`src/rtl/stop_ctl_pkg.sv`:
```
package stop_ctl_pkg;
  typedef enum logic [1:0] {
    ST_RUN     = 2'b00,
    ST_SHALLOW = 2'b01,
    ST_DEEP    = 2'b10
  } pwr_state_e;

  typedef struct packed {
    pwr_state_e depth;
    logic       keep_dbg;
    logic       stby;
  } stop_plan_t;
endpackage

```
`src/rtl/stop_wake_sync.sv`:
```
module stop_wake_sync #(
  parameter int W = 24
) (
  input  logic         clk,
  input  logic         rst_n,
  input  logic [W-1:0] async_in,
  output logic [W-1:0] sync_out
);
  for (genvar i = 0; i < W; i++) begin : g_bit
    logic s1, s2;
    always_ff @(posedge clk or negedge rst_n) begin
      if (!rst_n) begin
        s1 <= 1'b0;
        s2 <= 1'b0;
      end else begin
        s1 <= async_in[i];
        s2 <= s1;
      end
    end
    assign sync_out[i] = s2;
  end
endmodule

```
`src/rtl/stop_mode_decode.sv`:
```
module stop_mode_decode
  import stop_ctl_pkg::*;
(
  input  logic       dbg_en,
  input  logic       lvd_en,
  input  logic       lvd_stop,
  input  logic       ppd,
  output stop_plan_t plan
);
  logic lvd_hold;
  assign lvd_hold = lvd_en & lvd_stop;

  always_comb begin
    plan.keep_dbg = 1'b0;
    plan.stby     = 1'b1;
    plan.depth    = ST_SHALLOW;
    if (dbg_en) begin
      plan.keep_dbg = 1'b1;
      plan.stby     = 1'b0;
    end else if (lvd_hold) begin
      plan.stby     = 1'b0;
    end else if (ppd) begin
      plan.depth    = ST_DEEP;
    end
  end
endmodule

```
`src/rtl/stop_fsm.sv`:
```
module stop_fsm
  import stop_ctl_pkg::*;
#(
  parameter int              NUM_WAKE     = 23,
  parameter logic [NUM_WAKE-1:0] RST_SRC_MASK = '0
) (
  input  logic                clk,
  input  logic                rst_n,
  input  logic                stop_req,
  input  logic                stop_en,
  input  stop_plan_t          plan,
  input  logic                s_rst_pin,
  input  logic [NUM_WAKE-1:0] s_wake,
  input  logic [NUM_WAKE-1:0] wake_en,
  output pwr_state_e          state,
  output logic                keep_dbg_q,
  output logic                stby_q,
  output logic                ilop_q,
  output logic                exit_q,
  output logic                cause_rst_q
);
  logic [NUM_WAKE-1:0] live;
  logic any_int, any_rst, any_evt;

  assign live    = s_wake & wake_en;
  assign any_rst = s_rst_pin | (|(live & RST_SRC_MASK));
  assign any_int = |(live & ~RST_SRC_MASK);
  assign any_evt = any_rst | any_int;

  pwr_state_e state_d;
  logic keep_d, stby_d, ilop_d, exit_d, cause_d;

  always_comb begin
    state_d = state;
    keep_d  = keep_dbg_q;
    stby_d  = stby_q;
    ilop_d  = 1'b0;
    exit_d  = 1'b0;
    cause_d = cause_rst_q;
    unique case (state)
      ST_RUN: begin
        if (stop_req) begin
          if (!stop_en) begin
            ilop_d = 1'b1;
          end else if (!any_evt) begin
            state_d = plan.depth;
            keep_d  = plan.keep_dbg;
            stby_d  = plan.stby;
          end
        end
      end
      ST_SHALLOW: begin
        if (any_evt) begin
          state_d = ST_RUN;
          exit_d  = 1'b1;
          cause_d = any_rst;
          keep_d  = 1'b0;
          stby_d  = 1'b0;
        end
      end
      ST_DEEP: begin
        if (any_rst) begin
          state_d = ST_RUN;
          exit_d  = 1'b1;
          cause_d = 1'b1;
          keep_d  = 1'b0;
          stby_d  = 1'b0;
        end
      end
      default: begin
        state_d = ST_RUN;
        keep_d  = 1'b0;
        stby_d  = 1'b0;
      end
    endcase
  end

  always_ff @(posedge clk or negedge rst_n) begin
    if (!rst_n) begin
      state       <= ST_RUN;
      keep_dbg_q  <= 1'b0;
      stby_q      <= 1'b0;
      ilop_q      <= 1'b0;
      exit_q      <= 1'b0;
      cause_rst_q <= 1'b0;
    end else begin
      state       <= state_d;
      keep_dbg_q  <= keep_d;
      stby_q      <= stby_d;
      ilop_q      <= ilop_d;
      exit_q      <= exit_d;
      cause_rst_q <= cause_d;
    end
  end
endmodule

```
`src/rtl/stop_ctl.sv`:
```
module stop_ctl
  import stop_ctl_pkg::*;
#(
  parameter int              NUM_WAKE     = 23,
  parameter int              LVR_BIT      = 16,
  parameter logic [NUM_WAKE-1:0] RST_SRC_MASK = NUM_WAKE'(1) << LVR_BIT
) (
  input  logic                clk,
  input  logic                rst_n,
  input  logic                cfg_stop_en,
  input  logic                cfg_dbg_en,
  input  logic                cfg_lvd_en,
  input  logic                cfg_lvd_stop,
  input  logic                cfg_ppd,
  input  logic                stop_req,
  input  logic                rst_pin,
  input  logic [NUM_WAKE-1:0] wake_req,
  input  logic [NUM_WAKE-1:0] wake_en,
  output logic [1:0]          mode_st,
  output logic                clk_run,
  output logic                dbg_clk_keep,
  output logic                reg_stby,
  output logic                ilop_rst,
  output logic                exit_pulse,
  output logic                exit_rst
);
  localparam int SYNC_W = NUM_WAKE + 1;

  logic [SYNC_W-1:0] sync_q;
  stop_plan_t        plan;
  pwr_state_e        state;

  stop_wake_sync #(.W(SYNC_W)) u_sync (
    .clk      (clk),
    .rst_n    (rst_n),
    .async_in ({rst_pin, wake_req}),
    .sync_out (sync_q)
  );

  stop_mode_decode u_dec (
    .dbg_en   (cfg_dbg_en),
    .lvd_en   (cfg_lvd_en),
    .lvd_stop (cfg_lvd_stop),
    .ppd      (cfg_ppd),
    .plan     (plan)
  );

  stop_fsm #(.NUM_WAKE(NUM_WAKE), .RST_SRC_MASK(RST_SRC_MASK)) u_fsm (
    .clk         (clk),
    .rst_n       (rst_n),
    .stop_req    (stop_req),
    .stop_en     (cfg_stop_en),
    .plan        (plan),
    .s_rst_pin   (sync_q[NUM_WAKE]),
    .s_wake      (sync_q[NUM_WAKE-1:0]),
    .wake_en     (wake_en),
    .state       (state),
    .keep_dbg_q  (dbg_clk_keep),
    .stby_q      (reg_stby),
    .ilop_q      (ilop_rst),
    .exit_q      (exit_pulse),
    .cause_rst_q (exit_rst)
  );

  assign mode_st = state;
  assign clk_run = (state == ST_RUN);
endmodule

```
`config.mk`:
```
export PLATFORM = sky130hd
export DESIGN_NAME = stop_ctl
export DESIGN_NICKNAME = d
export VERILOG_FILES = /design/src/rtl/stop_ctl_pkg.sv /design/src/rtl/stop_wake_sync.sv /design/src/rtl/stop_mode_decode.sv /design/src/rtl/stop_fsm.sv /design/src/rtl/stop_ctl.sv
export SDC_FILE = /design/constraint.sdc
export NUM_CORES = 1
export LEC_CHECK = 0
export ABC_CLOCK_PERIOD_IN_PS = 2600
export BUFFER_PORTS_ARGS = -buffer_cell sky130_fd_sc_hd__buf_2
export CAP_MARGIN = 20
export CELL_PAD_IN_SITES_DETAIL_PLACEMENT = 0
export CELL_PAD_IN_SITES_GLOBAL_PLACEMENT = 1
export CORE_MARGIN = 2
export CORE_UTILIZATION = 38
export CTS_CLUSTER_DIAMETER = 60
export DETAILED_ROUTE_END_ITERATION = 12
export HOLD_SLACK_MARGIN = 0.08
export PLACE_DENSITY = 0.82
export RECOVER_POWER = 25
export SETUP_SLACK_MARGIN = 0.2
export SLEW_MARGIN = 30
export SYNTH_ARGS = -nofsm -noshare
export SYNTH_HDL_FRONTEND = slang
export SYNTH_SLANG_ARGS = --single-unit
```
`constraint.sdc`:
```
create_clock -name clk -period 2.6 [get_ports clk]
set_clock_uncertainty 0.2 [all_clocks]
set_input_delay 0.26 -clock clk [delete_from_list [all_inputs] [get_ports clk]]
set_output_delay 0.26 -clock clk [all_outputs]
set_load 0.1 [all_outputs]
```
# After elaboration in Yosys (flattened, before gate mapping)
# Cells that the tools add are included.
[classes] eq_ne=7 muxes=31 n_bitwise=4 n_reduce_logical=5
[op_table] op="bitwise AND 23 bit" count=1
[op_table] op="OR reduction 22 bit" count=1
[op_table] op="2-to-1 mux 1 bit" count=18
[op_table] op="2-to-1 mux 2 bit" count=8
[op_table] op="inequality test 2 bit, second input constant" count=3
[op_table] op="one-hot mux 1 bit (3 select lines)" count=2
[op_table] op="one-hot mux 2 bit (3 select lines)" count=1
[op_table] op="AND reduction 5 bit" count=1
[op_table] op="inequality test 2 x 1 -> 1 bit, second input constant" count=2
[op_table] op="one-hot mux 1 bit (2 select lines)" count=2
[op_table] op="AND reduction 3 bit" count=1
[op_table] op="equality test 2 x 1 -> 1 bit, second input constant" count=1
[op_table] op="equality test 2 bit, second input constant" count=1
[op_table] op="zero test 2 bit" count=1
[op_table] op="OR 1 bit" count=2
[op_table] op="nonzero test 2 bit" count=1
[op_table] op="bitwise AND 1 bit" count=1
[totals] ff_bits=55 elab_cells=101

# Logic depth before layout (Yosys ltp)
[logic_depth] ltp_word=7 depth_mapped=7

# Cells and area by module
# A second synthesis with hierarchy kept.
[unflattened] hier_cells=130 area_unflattened_um2=1949.4
[by_module_without_submodules] module="stop_wake_sync" instances=1 cells_per_inst=72 area_per_inst_um2=1381.3 seq_area_each_um2=1201.2
[by_module_without_submodules] module="stop_fsm" instances=1 cells_per_inst=53 area_per_inst_um2=538.0 seq_area_each_um2=175.2
[by_module_without_submodules] module="stop_mode_decode" instances=1 cells_per_inst=4 area_per_inst_um2=26.3 seq_area_each_um2=0.0
[by_module_without_submodules] module="stop_ctl" instances=1 cells_per_inst=1 area_per_inst_um2=3.8 seq_area_each_um2=0.0

# Least setup slack after synthesis
# No wires, ideal clock.
[synth_path] kind="reg2reg" startpoint="register u_fsm.state[0]" endpoint="register u_fsm.state[0]" arrival_time_ns=2.759 t_required_ns=2.274 setup_slack_ns=-0.484 stages_incl_launch_ff=8 path_buffers=1 cell_sequence="dfrtp_1 inv_1 ha_1 inv_1 a31oi_1 or3_1 buf_6 mux2_4"
[synth_via] elab_chain_cells=3 elab_cells_between_ends=10 classes_between="7 x eq/ne; 1 x mux; 2 x reduce/logical"
[synth_rtl] item="start: declaration" line="stop_fsm.sv:15" rtl="output pwr_state_e state,"
[synth_rtl] item="start signal: assignment" line="stop_fsm.sv:87" rtl="state <= state_d;"
[synth_rtl] item="zero test 2 bit *"
[synth_rtl] item="via clk_run" line="stop_ctl.sv:20" rtl="output logic clk_run,"
[synth_rtl] item="inequality test 2 bit (no source line)"
[synth_rtl] item="AND reduction 5 bit (no source line)"
# The timed path passes the listed nets; every way through them passes the cells marked *.
# A chain may end at the register's enable or synchronous reset.

# Final worst setup path
[layout_path] startpoint="register u_sync.g_bit[16].s2" endpoint="register u_fsm.state[0]"
[layout_via] elab_chain_cells=5 elab_cells_between_ends=7 classes_between="3 x eq/ne; 3 x bitwise; 1 x reduce/logical"
[layout_rtl] item="start: declaration" line="stop_wake_sync.sv:10" rtl="logic s1, s2;"
[layout_rtl] item="start signal: assignment" line="stop_wake_sync.sv:14" rtl="s2 <= 1'b0;"
[layout_rtl] item="start signal: assignment" line="stop_wake_sync.sv:17" rtl="s2 <= s1;"
[layout_rtl] item="bitwise AND 23 bit *" line="stop_fsm.sv:25" rtl="assign live = s_wake & wake_en;"
[layout_rtl] item="OR 1 bit *" line="stop_fsm.sv:26" rtl="assign any_rst = s_rst_pin | (|(live & RST_SRC_MASK));"
[layout_rtl] item="OR 1 bit" line="stop_fsm.sv:28" rtl="assign any_evt = any_rst | any_int;"
[layout_rtl] item="inequality test 2 x 1 -> 1 bit (no source line) or inequality test 2 bit (tied branches)"
[layout_rtl] item="AND reduction 5 bit (no source line) *"
# Mark *: on every way between the ends. The rest lies on a longest branch, timed or not.

==> qor.txt <==
Status -> completed
GRT overflow -> 0
Synthesized Nets -> 161
Max Slew Vio Count -> 0
Iter 0 DRT Violations -> 54
Critical Path Source Type -> register
DRT Wirelength -> 3.30 mm
Full die area -> 0.00505 mm²
Synth Area in Adders -> 0.0219
Post-synthesis compound-gate area fraction -> 0.0856
Hold Path Class -> in -> reg
Worst-Skew Late Latency -> 0.29 ns
Die X -> 71.1 µm
Net Sw Frac -> 0.384
Mapped Area -> 0.00171 mm²
Routed length per instance -> 12.9 µm
Simple-gate share of the synthesized area -> 0.0417
Period Utilization, post-route -> 0.866
First-pass GRT wire length -> 5.53 mm
Crit path kind -> reg -> reg
Layout cell share with drive strength beyond 1 -> 0.379
Total track usage -> 0.146
Port Buffers -> 62
Mux cell area share after synthesis -> 0.0263
Remaining DRCs -> 0
RSZ-0062 raised after global routing -> false
Io pins -> 63
Seq/Total Area, Yosys -> 0.805
Post-layout net count -> 260
Hold_buf cts -> 30
Final instance area -> 0.00249 mm²
Rel. slew slack -> 0.631
Cell variety after synth -> 23
Vias in the first global route -> 1,267
Max cap viols -> 0
Pwr/cell area -> 876 mW/mm²
Crit path largest cell delay -> 0.49 ns
Final Hold Viols -> 0
Power Total -> 2.19 mW
CTS HTree Levels -> 2
Post-Synthesis Cells -> 103
EDFF count, synth -> 0
Final ANT Viol Nets -> 0
Share of total power in combinational logic -> 0.349
Worst VDD drop -> 0.388 mV
Ranking of synthesized cells by area -> dfrtp_1 (80%), a22oi_1 (4.0%), ha_1 (2.2%)
TritonCTS clock tree -> yes
Clock root cell -> clkbuf_8
Ys async rst share -> 1.00
Vias -> 1,150
CTS Buffer Depth -> 2
Final hold slack -> 0.100 ns
P_int -> 1.35 mW
Post-cts sizing count -> 0
CP Capture Type -> register
Setup WS pre-CTS -> 0.387 ns
Largest family of logic cells by synthesized area -> compound AO/OA/AOI/OAI gates
Height of the die -> 71.1 µm
Synth Area in XOR/XNOR -> 0
Clock power share -> 0.202
Top-count cell post-synth -> dfrtp_1
Worst-path clk slew -> 0.09 ns
Setup tns final -> 0 ns
DR pass1 iterations -> 4
Mean Syn Cell Area -> 16.6 µm²
Static Leak -> 1.22 nW
Synth-to-layout area growth -> 45.8%
Placed Area -> 0.00210 mm²
Fin crit period -> 2.25 ns
Max Freq -> 444 MHz
Rows -> 24
Vias per cell -> 4.51
Initial core utilization -> 0.393
Final worst slack -> 0.350 ns
Top FF cell, synth -> dfrtp_1
Crit path required time -> 2.59 ns
RePlAce Congestion -> 0.750
Yosys reg bits -> 55
List of most frequent post-synthesis cells -> dfrtp_1 (55), a22oi_1 (9), inv_1 (6)
Area fraction of the dominant cell type after synthesis -> 0.805
Setup violations, final -> 0
Yosys top cell by area -> dfrtp_1
DP Wirelength -> 2.33 mm
Post-CTS setup buffer count -> 0
Number of diodes -> 0
Sequential fraction of design power -> 0.449
Crit-path max FO -> 4
CP cell instances -> a21oi_1 -> nand4_1 -> nor2_2 -> a31oi_1 -> or3_1 -> mux2_4
Worst slew pin tran -> 0.553 ns
Initial antenna violation count -> 0
WP data arrival -> 2.24 ns
Num CTS Buffers -> 5
Largest net degree at the start of global routing -> 47
Critical-path top delay cell -> or3_1
Yosys warns -> 0
Core area -> 0.00435 mm²
Clock Sinks -> 55
NetSw -> 0.840 mW
-- final cells by class --
cell class / instances / area [µm²]
clock inverters: 3 / 20.0
multi-input cells: 41 / 313
fillers: 361 / 1860
repair buffers: 93 / 621
clock buffers: 5 / 68.8
inverters: 6 / 22.5
well taps: 52 / 65.1
flip-flops and latches: 55 / 1380
-- cells in the final DEF (no fill, tap or decap), types with 3 or more instances in the layout --
master | netlist | layout
inv_1 | 6 | 6
dfrtp_1 | 55 | 53
a21oi_1 | 3 | 3
clkbuf_8 | 0 | 5
dlygate4sd3_1 | 0 | 30
buf_2 | 0 | 61
nand2_1 | 5 | 5
a22oi_1 | 9 | 9
mux2i_1 | 3 | 3
-- metal layers --
layer,global-route usage,wire length [µm]
met1,0.165,1350
met5,0,0
met4,0.0398,0
met3,0.0570,264
met2,0.258,1680
-- power by group through the flow --
stage	Combinational, mW	Sequential, mW	Clock [mW]
after floorplan	0.300	1.29	0
after global placement	0.708	0.995	0
final	0.762	0.982	0.442
after global routing	0.811	0.995	0.501
after detailed placement	0.726	1.00	0
after CTS	0.765	0.985	0.464
-- final timing paths --
check	from	to	slack, ns	cells after the start
setup / recovery	u_sync.g_bit[16].s2	u_fsm.state[0]	0.35	6
hold / removal	cfg_lvd_en	u_fsm.stby_q	0.10	4
setup reg to reg	u_sync.g_bit[16].s2	u_fsm.state[0]	0.35	6
hold reg to reg	u_sync.g_bit[1].s1	u_sync.g_bit[1].s2	0.15	0
max in group asynchronous	rst_n	u_sync.g_bit[17].s2	1.37	3
min in group asynchronous	rst_n	u_sync.g_bit[12].s1	0.30	2
-- kinds of logic (layout without fill, tap and decap cells) --
family | Yosys count | after routing
AO/OA/AOI/OAI | 20 | 20
buffers and inverters | 7 | 107
AND/OR/NAND/NOR | 14 | 14
multiplexers | 4 | 4
adder cells (fa/ha/maj) | 3 | 3
flip-flops | 55 | 55
-- worst max-delay path, delay by kind of cell (launching register included) --
| kind | cells | cell delay (ns) |
|---|---|---|
| flops | 1 | 0.37 |
| mux | 1 | 0.33 |
| compound gates | 2 | 0.41 |
| simple gates | 3 | 0.84 |
-- flip-flops by register name, summed over array words and instances, names as in the netlist --
signal,count
u_fsm.stby_q,1
u_fsm.ilop_q,1
u_sync.g_bit.s2,24
u_fsm.exit_q,1
u_fsm.keep_dbg_q,1
u_sync.g_bit.s1,24
u_fsm.cause_rst_q,1
u_fsm.state,2
-- stage by stage --
step           utilization  instances
2_1_floorplan            -        103
3_3_place_gp         0.483        217
3_5_place_dp         0.483        217
4_1_cts              0.572        255
5_1_grt              0.573        255
6_report             0.573        255
Note: power is estimated with default switching activity, not from simulation.
